<file path="src/rtl/smb_client_pkg.sv">
package smb_client_pkg;
  localparam int BYTE_W = 8;
  localparam int BITCNT_W = $clog2(BYTE_W + 1);

  typedef enum logic [3:0] {
    ST_IDLE,
    ST_ADDR,
    ST_ADDR_ACK,
    ST_CMD,
    ST_CMD_ACK,
    ST_DATA,
    ST_DATA_ACK,
    ST_TX,
    ST_WAIT
  } smb_state_e;
endpackage

</file>
<file path="src/rtl/smb_bus_sync.sv">
module smb_bus_sync #(
  parameter int SYNC_STAGES = 2
) (
  input  logic clk,
  input  logic rst,
  input  logic scl_i,
  input  logic sda_i,
  output logic sda_q,
  output logic scl_rise,
  output logic scl_fall,
  output logic start_det,
  output logic stop_det,
  output logic activity
);
  logic [SYNC_STAGES-1:0] scl_sh;
  logic [SYNC_STAGES-1:0] sda_sh;
  logic scl_d;
  logic sda_d;
  logic scl_now;

  always_ff @(posedge clk) begin
    if (rst) begin
      scl_sh <= '1;
      sda_sh <= '1;
      scl_d  <= 1'b1;
      sda_d  <= 1'b1;
    end else begin
      scl_sh <= {scl_sh[SYNC_STAGES-2:0], scl_i};
      sda_sh <= {sda_sh[SYNC_STAGES-2:0], sda_i};
      scl_d  <= scl_sh[SYNC_STAGES-1];
      sda_d  <= sda_sh[SYNC_STAGES-1];
    end
  end

  assign scl_now   = scl_sh[SYNC_STAGES-1];
  assign sda_q     = sda_sh[SYNC_STAGES-1];
  assign scl_rise  = scl_now & ~scl_d;
  assign scl_fall  = ~scl_now & scl_d;
  assign start_det = scl_now & scl_d & sda_d & ~sda_q;
  assign stop_det  = scl_now & scl_d & ~sda_d & sda_q;
  assign activity  = (scl_now ^ scl_d) | (sda_q ^ sda_d);
endmodule

</file>
<file path="src/rtl/smb_idle_timer.sv">
module smb_idle_timer #(
  parameter int TIMEOUT_CYC = 1_500_000
) (
  input  logic clk,
  input  logic rst,
  input  logic busy,
  input  logic activity,
  output logic expire
);
  localparam int CNT_W = $clog2(TIMEOUT_CYC + 1);
  localparam logic [CNT_W-1:0] LAST = CNT_W'(TIMEOUT_CYC - 1);

  logic [CNT_W-1:0] cnt;

  always_ff @(posedge clk) begin
    if (rst || !busy || activity) begin
      cnt <= '0;
    end else if (cnt != LAST) begin
      cnt <= cnt + 1'b1;
    end
  end

  assign expire = busy && !activity && (cnt == LAST);
endmodule

</file>
<file path="src/rtl/smb_ctrl_fsm.sv">
module smb_ctrl_fsm
  import smb_client_pkg::*;
#(
  parameter logic [6:0] DEV_ADDR = 7'h2E,
  parameter logic [6:0] ARA_ADDR = 7'h0C
) (
  input  logic              clk,
  input  logic              rst,
  input  logic              sda_q,
  input  logic              scl_rise,
  input  logic              scl_fall,
  input  logic              start_det,
  input  logic              stop_det,
  input  logic              timeout,
  input  logic              alert_pend,
  input  logic [BYTE_W-1:0] rdata,
  output logic              sda_oe,
  output logic              we,
  output logic [BYTE_W-1:0] ptr,
  output logic [BYTE_W-1:0] wdata,
  output logic              mask_set,
  output logic              busy
);
  localparam logic [BITCNT_W-1:0] FULL = BITCNT_W'(BYTE_W);

  smb_state_e           state;
  logic [BYTE_W-1:0]    shreg;
  logic [BYTE_W-1:0]    txbyte;
  logic [BITCNT_W-1:0]  bitcnt;
  logic                 tx_next;
  logic                 is_ara;
  logic                 addr_hit;
  logic                 ara_hit;

  assign addr_hit = (shreg[BYTE_W-1:1] == DEV_ADDR);
  assign ara_hit  = (shreg[BYTE_W-1:1] == ARA_ADDR) && shreg[0] && alert_pend;
  assign busy     = (state != ST_IDLE);

  always_ff @(posedge clk) begin
    if (rst) begin
      state    <= ST_IDLE;
      shreg    <= '0;
      txbyte   <= '0;
      bitcnt   <= '0;
      tx_next  <= 1'b0;
      is_ara   <= 1'b0;
      sda_oe   <= 1'b0;
      we       <= 1'b0;
      ptr      <= '0;
      wdata    <= '0;
      mask_set <= 1'b0;
    end else begin
      we       <= 1'b0;
      mask_set <= 1'b0;
      if (stop_det || timeout) begin
        state  <= ST_IDLE;
        sda_oe <= 1'b0;
      end else if (start_det) begin
        state  <= ST_ADDR;
        bitcnt <= '0;
        sda_oe <= 1'b0;
        is_ara <= 1'b0;
      end else begin
        case (state)
          ST_ADDR, ST_CMD, ST_DATA: begin
            if (scl_rise) begin
              shreg  <= {shreg[BYTE_W-2:0], sda_q};
              bitcnt <= bitcnt + 1'b1;
            end else if (scl_fall && bitcnt == FULL) begin
              bitcnt <= '0;
              if (state == ST_ADDR) begin
                if (addr_hit) begin
                  sda_oe  <= 1'b1;
                  tx_next <= shreg[0];
                  txbyte  <= rdata;
                  is_ara  <= 1'b0;
                  state   <= ST_ADDR_ACK;
                end else if (ara_hit) begin
                  sda_oe  <= 1'b1;
                  tx_next <= 1'b1;
                  txbyte  <= {DEV_ADDR, 1'b0};
                  is_ara  <= 1'b1;
                  state   <= ST_ADDR_ACK;
                end else begin
                  state <= ST_WAIT;
                end
              end else if (state == ST_CMD) begin
                ptr    <= shreg;
                sda_oe <= 1'b1;
                state  <= ST_CMD_ACK;
              end else begin
                wdata  <= shreg;
                we     <= 1'b1;
                sda_oe <= 1'b1;
                state  <= ST_DATA_ACK;
              end
            end
          end
          ST_ADDR_ACK: begin
            if (scl_fall) begin
              bitcnt <= '0;
              if (tx_next) begin
                sda_oe <= ~txbyte[BYTE_W-1];
                txbyte <= {txbyte[BYTE_W-2:0], 1'b0};
                state  <= ST_TX;
              end else begin
                sda_oe <= 1'b0;
                state  <= ST_CMD;
              end
            end
          end
          ST_CMD_ACK: begin
            if (scl_fall) begin
              sda_oe <= 1'b0;
              state  <= ST_DATA;
            end
          end
          ST_DATA_ACK: begin
            if (scl_fall) begin
              sda_oe <= 1'b0;
              state  <= ST_WAIT;
            end
          end
          ST_TX: begin
            if (scl_rise) begin
              bitcnt <= bitcnt + 1'b1;
              if (is_ara && !sda_oe && !sda_q) begin
                sda_oe <= 1'b0;
                state  <= ST_WAIT;
              end
            end else if (scl_fall) begin
              if (bitcnt == FULL) begin
                sda_oe   <= 1'b0;
                mask_set <= is_ara;
                state    <= ST_WAIT;
              end else begin
                sda_oe <= ~txbyte[BYTE_W-1];
                txbyte <= {txbyte[BYTE_W-2:0], 1'b0};
              end
            end
          end
          ST_WAIT: begin
            sda_oe <= 1'b0;
          end
          default: begin
            sda_oe <= 1'b0;
          end
        endcase
      end
    end
  end
endmodule

</file>
<file path="src/rtl/smb_client.sv">
module smb_client #(
  parameter logic [6:0] DEV_ADDR    = 7'h2E,
  parameter logic [6:0] ARA_ADDR    = 7'h0C,
  parameter int         SYNC_STAGES = 2,
  parameter int         TIMEOUT_CYC = 1_500_000
) (
  input  logic       clk,
  input  logic       rst,
  input  logic       scl_i,
  input  logic       sda_i,
  output logic       sda_oe_o,
  input  logic       alert_pend_i,
  output logic       reg_we_o,
  output logic [7:0] reg_addr_o,
  output logic [7:0] reg_wdata_o,
  input  logic [7:0] reg_rdata_i,
  output logic       mask_set_o
);
  logic sda_q;
  logic scl_rise;
  logic scl_fall;
  logic start_det;
  logic stop_det;
  logic activity;
  logic busy;
  logic expire;

  smb_bus_sync #(
    .SYNC_STAGES(SYNC_STAGES)
  ) sync_i (
    .clk       (clk),
    .rst       (rst),
    .scl_i     (scl_i),
    .sda_i     (sda_i),
    .sda_q     (sda_q),
    .scl_rise  (scl_rise),
    .scl_fall  (scl_fall),
    .start_det (start_det),
    .stop_det  (stop_det),
    .activity  (activity)
  );

  smb_idle_timer #(
    .TIMEOUT_CYC(TIMEOUT_CYC)
  ) timer_i (
    .clk      (clk),
    .rst      (rst),
    .busy     (busy),
    .activity (activity),
    .expire   (expire)
  );

  smb_ctrl_fsm #(
    .DEV_ADDR(DEV_ADDR),
    .ARA_ADDR(ARA_ADDR)
  ) fsm_i (
    .clk        (clk),
    .rst        (rst),
    .sda_q      (sda_q),
    .scl_rise   (scl_rise),
    .scl_fall   (scl_fall),
    .start_det  (start_det),
    .stop_det   (stop_det),
    .timeout    (expire),
    .alert_pend (alert_pend_i),
    .rdata      (reg_rdata_i),
    .sda_oe     (sda_oe_o),
    .we         (reg_we_o),
    .ptr        (reg_addr_o),
    .wdata      (reg_wdata_o),
    .mask_set   (mask_set_o),
    .busy       (busy)
  );
endmodule

</file>
<file path="config.mk">
export PLATFORM = sky130hd
export DESIGN_NAME = smb_client
export DESIGN_NICKNAME = d
export VERILOG_FILES = /design/src/rtl/smb_client_pkg.sv /design/src/rtl/smb_bus_sync.sv /design/src/rtl/smb_idle_timer.sv /design/src/rtl/smb_ctrl_fsm.sv /design/src/rtl/smb_client.sv
export SDC_FILE = /design/constraint.sdc
export NUM_CORES = 1
export LEC_CHECK = 0
export BUFFER_PORTS_ARGS = -buffer_cell sky130_fd_sc_hd__buf_2
export CORE_UTILIZATION = 55
export DETAILED_ROUTE_END_ITERATION = 7
export PLACE_DENSITY_LB_ADDON = 0.1
export SYNTH_ARGS = -nofsm -noshare
export SYNTH_HDL_FRONTEND = slang
export SYNTH_SLANG_ARGS = --single-unit
</file>
<file path="constraint.sdc">
create_clock -name clk -period 4.2 [get_ports clk]
set_clock_uncertainty 0.1 [all_clocks]
set_input_delay 0 -clock clk [delete_from_list [all_inputs] [get_ports clk]]
set_output_delay 0 -clock clk [all_outputs]
set_load 0.01 [all_outputs]
</file>
==> qor.csv <==
stage;metric;value;unit
synthesis;instance count of the mapped netlist;437;
floorplan;I/O Pins;32;
setup_path;element type at the critical path end;flop;
drt;number of vias in the routed layout;3412;
drt;DRC violation count after routing;0;
setup_path;Critical Path RT;4.38;ns
setup_path;worst path arrival time;3.19;ns
placed_design;post-detailed-placement half-perimeter wirelength;6010;um
worst_hold_path;terminating pin of the worst hold path;fsm_i.tx_next;
power_and_ir_drop;part of the total power dissipated in the clock network;38.1;%
power_and_ir_drop;internal power;962;uW
finish;number of antenna repair diodes;0;
cts;buffer type at the clock tree root;clkbuf_8;
drt;DRT antenna net count;0;
setup_path;Critical Path Slowest Stage Cell;nor3_1;
run;max cap viols;0;
cts;post-CTS setup buffer count;0;
setup_path;CP cell instances;inv_1 -> ha_1 -> nor3b_1 -> nand2_1 -> nor3_1 -> nand3_1 -> a21oi_1;
finish;share of layout cells above drive strength 1;17.1;%
sta;Post-Route Setup TNS;0;ns
worst_hold_path;Hold Path Depth;2;
finish;net count reported at finish;482;
sta;max_slew headroom;44.2;%
setup_path;delay of the slowest critical-path stage;0.82;ns
setup_path;Crit Path Max Fanout;21;
synthesis;Net Count, Synth;456;
global_route;overall fraction of global-route tracks in use;27.1;%
setup_path;critical path start-end classification;reg -> reg;
setup_path;Startpoint Class;flop;
cts;clock tree from TritonCTS;done;
setup_path;worst setup slack for register-to-register paths;1.19;ns
synthesis;Post-synth top flop;dfxtp_1;
sta;final slew viol count;0;
placed_design;RePlAce Congestion;0.882;
cts;Clock Latency Late Sink;0.36;ns
power_and_ir_drop;worst-case vdd ir drop;0.000268;V
placed_design;Worst Setup Slack post-DPL;1.27;ns
global_route;number of global-route vias before repair;3195;
sta;unrepaired setup endpoints after global routing;false;
power_and_ir_drop;power density normalized to cell area;317;mW/mm^2
power_and_ir_drop;power share of the combinational group;8.8;%
drt;total wirelength of the detailed-routed design;9050;um
power_and_ir_drop;Sw Pwr;377;uW
global_route;largest net degree at the start of global routing;35;
worst_hold_path;path type of the worst min-delay path;in -> reg;
floorplan;Core Rows;29;
sta;achievable frequency;0.332;GHz
synthesis;fraction of synthesis flops using an asynchronous set or reset pin;0;%
sta;slew at the pin with the worst max-slew slack;0.830;ns
cts;clock buffer count from CTS;9;
floorplan;starting density of the core;58.3;%
power_and_ir_drop;Sw Share;28.2;%
synthesis;number of warnings issued by yosys;0;
global_route;wire length of the first global-routing pass;15400;um
setup_path;total buffers and inverters traversed by the critical path;1;
drt;per-cell routed wire length;16.6;um
finish;most common cell after layout, fill and taps aside;dfxtp_1;
setup_path;worst reg2reg path startpoint;sync_i.scl_d;
cts;clk buf depth;2;
sta;Tcrit/Tclk final;71.7;%
synthesis;number of enable-type register cells in the synthesized netlist;0;
sta;final setup violating endpoints;0;
floorplan;DIE HEIGHT;85.2;um
drt;First DRT Iteration DRCs;139;
global_route;initial antenna violation count;0;
cts;number of levels the H-tree was split into;3;
setup_path;Reg-to-Reg End;fsm_i.ptr[2];
sta;clock period minus worst slack;3.01;ns
finish;growth of design area from synthesis to finish;10.9;%
cts;CTS clk-pin slew, worst paths;0.08;ns
floorplan;overall die area;0.00726;sq mm
status;status;finished clean;
placed_design;buffers added on ports;31;
power_and_ir_drop;leakage dissipation;1.43;nW
synthesis;part of the Yosys area used for sequential elements;37.8;%
synthesis;number of flip-flops and latches in the synthesized netlist;72;
worst_hold_path;start point of the worst hold path;rst;
setup_path;kind of cell with the highest combined delay on the critical path;simple AND/OR/NAND/NOR gates;
synthesis;number of distinct library cells after synthesis;70;
finish;leading cell types in the layout, fill and taps excluded;dfxtp_1, nand2_1, a21oi_1, buf_2, nand3_1;
drt;first-pass iteration count of the detailed router;6;
floorplan;chip width;85.2;um
cts;# clock sinks;72;
synthesis;Syn Std Cell Area;0.00381;sq mm
sta;PnR worst setup slack;1.19;ns
synthesis;Avg Inst Size Synth;8.72;sq um
floorplan;core area;0.00653;sq mm
drt;via density per instance;6.26;
power_and_ir_drop;Overall Power;1.34;mW
global_route;GR Overflow Total;0;
sta;Hold Violations, Final;0;
setup_path;worst r2r path cells;7;
power_and_ir_drop;sequential power share;53.0;%
[timing repair]
item,in CTS,in global routing
resized for setup,0,0
hold buffers,10,0
endpoints found under the hold margin,10,0
endpoints found under the setup margin,0,0
[cells by family after synthesis]
kind of cell | synth area share (%)
buffers and inverters | 4.50
AOI/OAI and AO/OA | 20.6
DFF | 37.8
and+or+nand+nor | 27.1
xor gates and xnor gates | 3.22
muxes | 4.76
adders and majority gates | 1.97
[power by group through the flow]
stage	registers, mW	clock network (mW)	logic [mW]
finish	0.710	0.510	0.118
detailed placement	0.725	0	0.110
CTS	0.709	0.519	0.118
floorplan	0.715	0	0.0954
global placement	0.725	0	0.109
global route	0.713	0.552	0.132
[flip-flops by register name, indices dropped and copies added, names as in the netlist]
signal	cells
sync_i.sda_d	1
fsm_i.mask_set	1
fsm_i.txbyte	8
fsm_i.wdata	8
fsm_i.we	1
fsm_i.shreg	8
sync_i.sda_sh	2
sync_i.scl_sh	2
sync_i.scl_d	1
timer_i.cnt	21
fsm_i.is_ara	1
fsm_i.state	4
fsm_i.tx_next	1
fsm_i.ptr	8
fsm_i.sda_oe	1
fsm_i.bitcnt	4
[metal layers]
metal	share of wire, %	vias to the layer above	track usage, %
met5	0	-	0
met4	1.7	0	10.6
met3	5.1	18	6.81
met2	47	91	42.7
met1	46	1621	35.7
li1	-	1682	-
[stage by stage]
| stage | util (%) | cells | instance area, sq um | hold WS (ns) |
|---|---|---|---|---|
| floorplan | - | 437 | 3810 | 0.00381 |
| global placement | 60.4 | 519 | 3950 | 0.0886 |
| detailed placement | 60.4 | 519 | 3950 | 0.0875 |
| CTS | 64.7 | 545 | 4230 | 0.0657 |
| global route | 64.7 | 545 | 4230 | 0.0982 |
| finish | 64.7 | 545 | 4230 | 0.0888 |
[layout make-up]
class                           instances  area, sq um
Fill cell                             597         2310
Multi-Input combinational cell        328         2200
Sequential cell                        72         1440
Timing Repair Buffer                   45          285
Clock buffer                            9          124
Tap cell                               77         96.3
Clock inverter                          7         55.1
Inverter                                7         26.3
[worst max-delay path by stage]
stage	end	cells past startpoint	slack [ns]	startpoint
floorplan	fsm_i.txbyte[1]	8	2.07	sync_i.scl_d
global placement	fsm_i.ptr[0]	7	1.38	sync_i.scl_d
detailed placement	fsm_i.ptr[2]	7	1.27	sync_i.scl_d
CTS	fsm_i.ptr[2]	7	1.22	sync_i.scl_d
global route	fsm_i.ptr[3]	7	0.83	sync_i.scl_d
finish	fsm_i.ptr[2]	7	1.19	sync_i.scl_d
[cell usage after synthesis, types with 4 or more instances]
cell	number	area share, %
nor2_1	25	2.5
nor3b_1	4	0.79
nor4_1	7	1.1
clkbuf_1	16	1.6
nand2b_1	8	1.3
ha_1	6	2.0
a31oi_1	6	0.99
o2111ai_1	4	0.92
xor2_1	13	3.0
nand2_1	44	4.3
or2_2	8	1.3
nand3b_1	4	0.79
dfxtp_1	72	38
nor3_1	8	1.1
or4_1	4	0.79
inv_1	6	0.59
buf_2	8	1.1
mux2i_1	17	4.5
nand3_1	28	3.7
nand4_1	7	1.1
and3_1	6	0.99
o21ai_0	10	1.3
o31ai_1	21	4.1
a21oi_1	31	4.1
or3_1	4	0.66
Note: power is estimated with default switching activity, not from simulation.
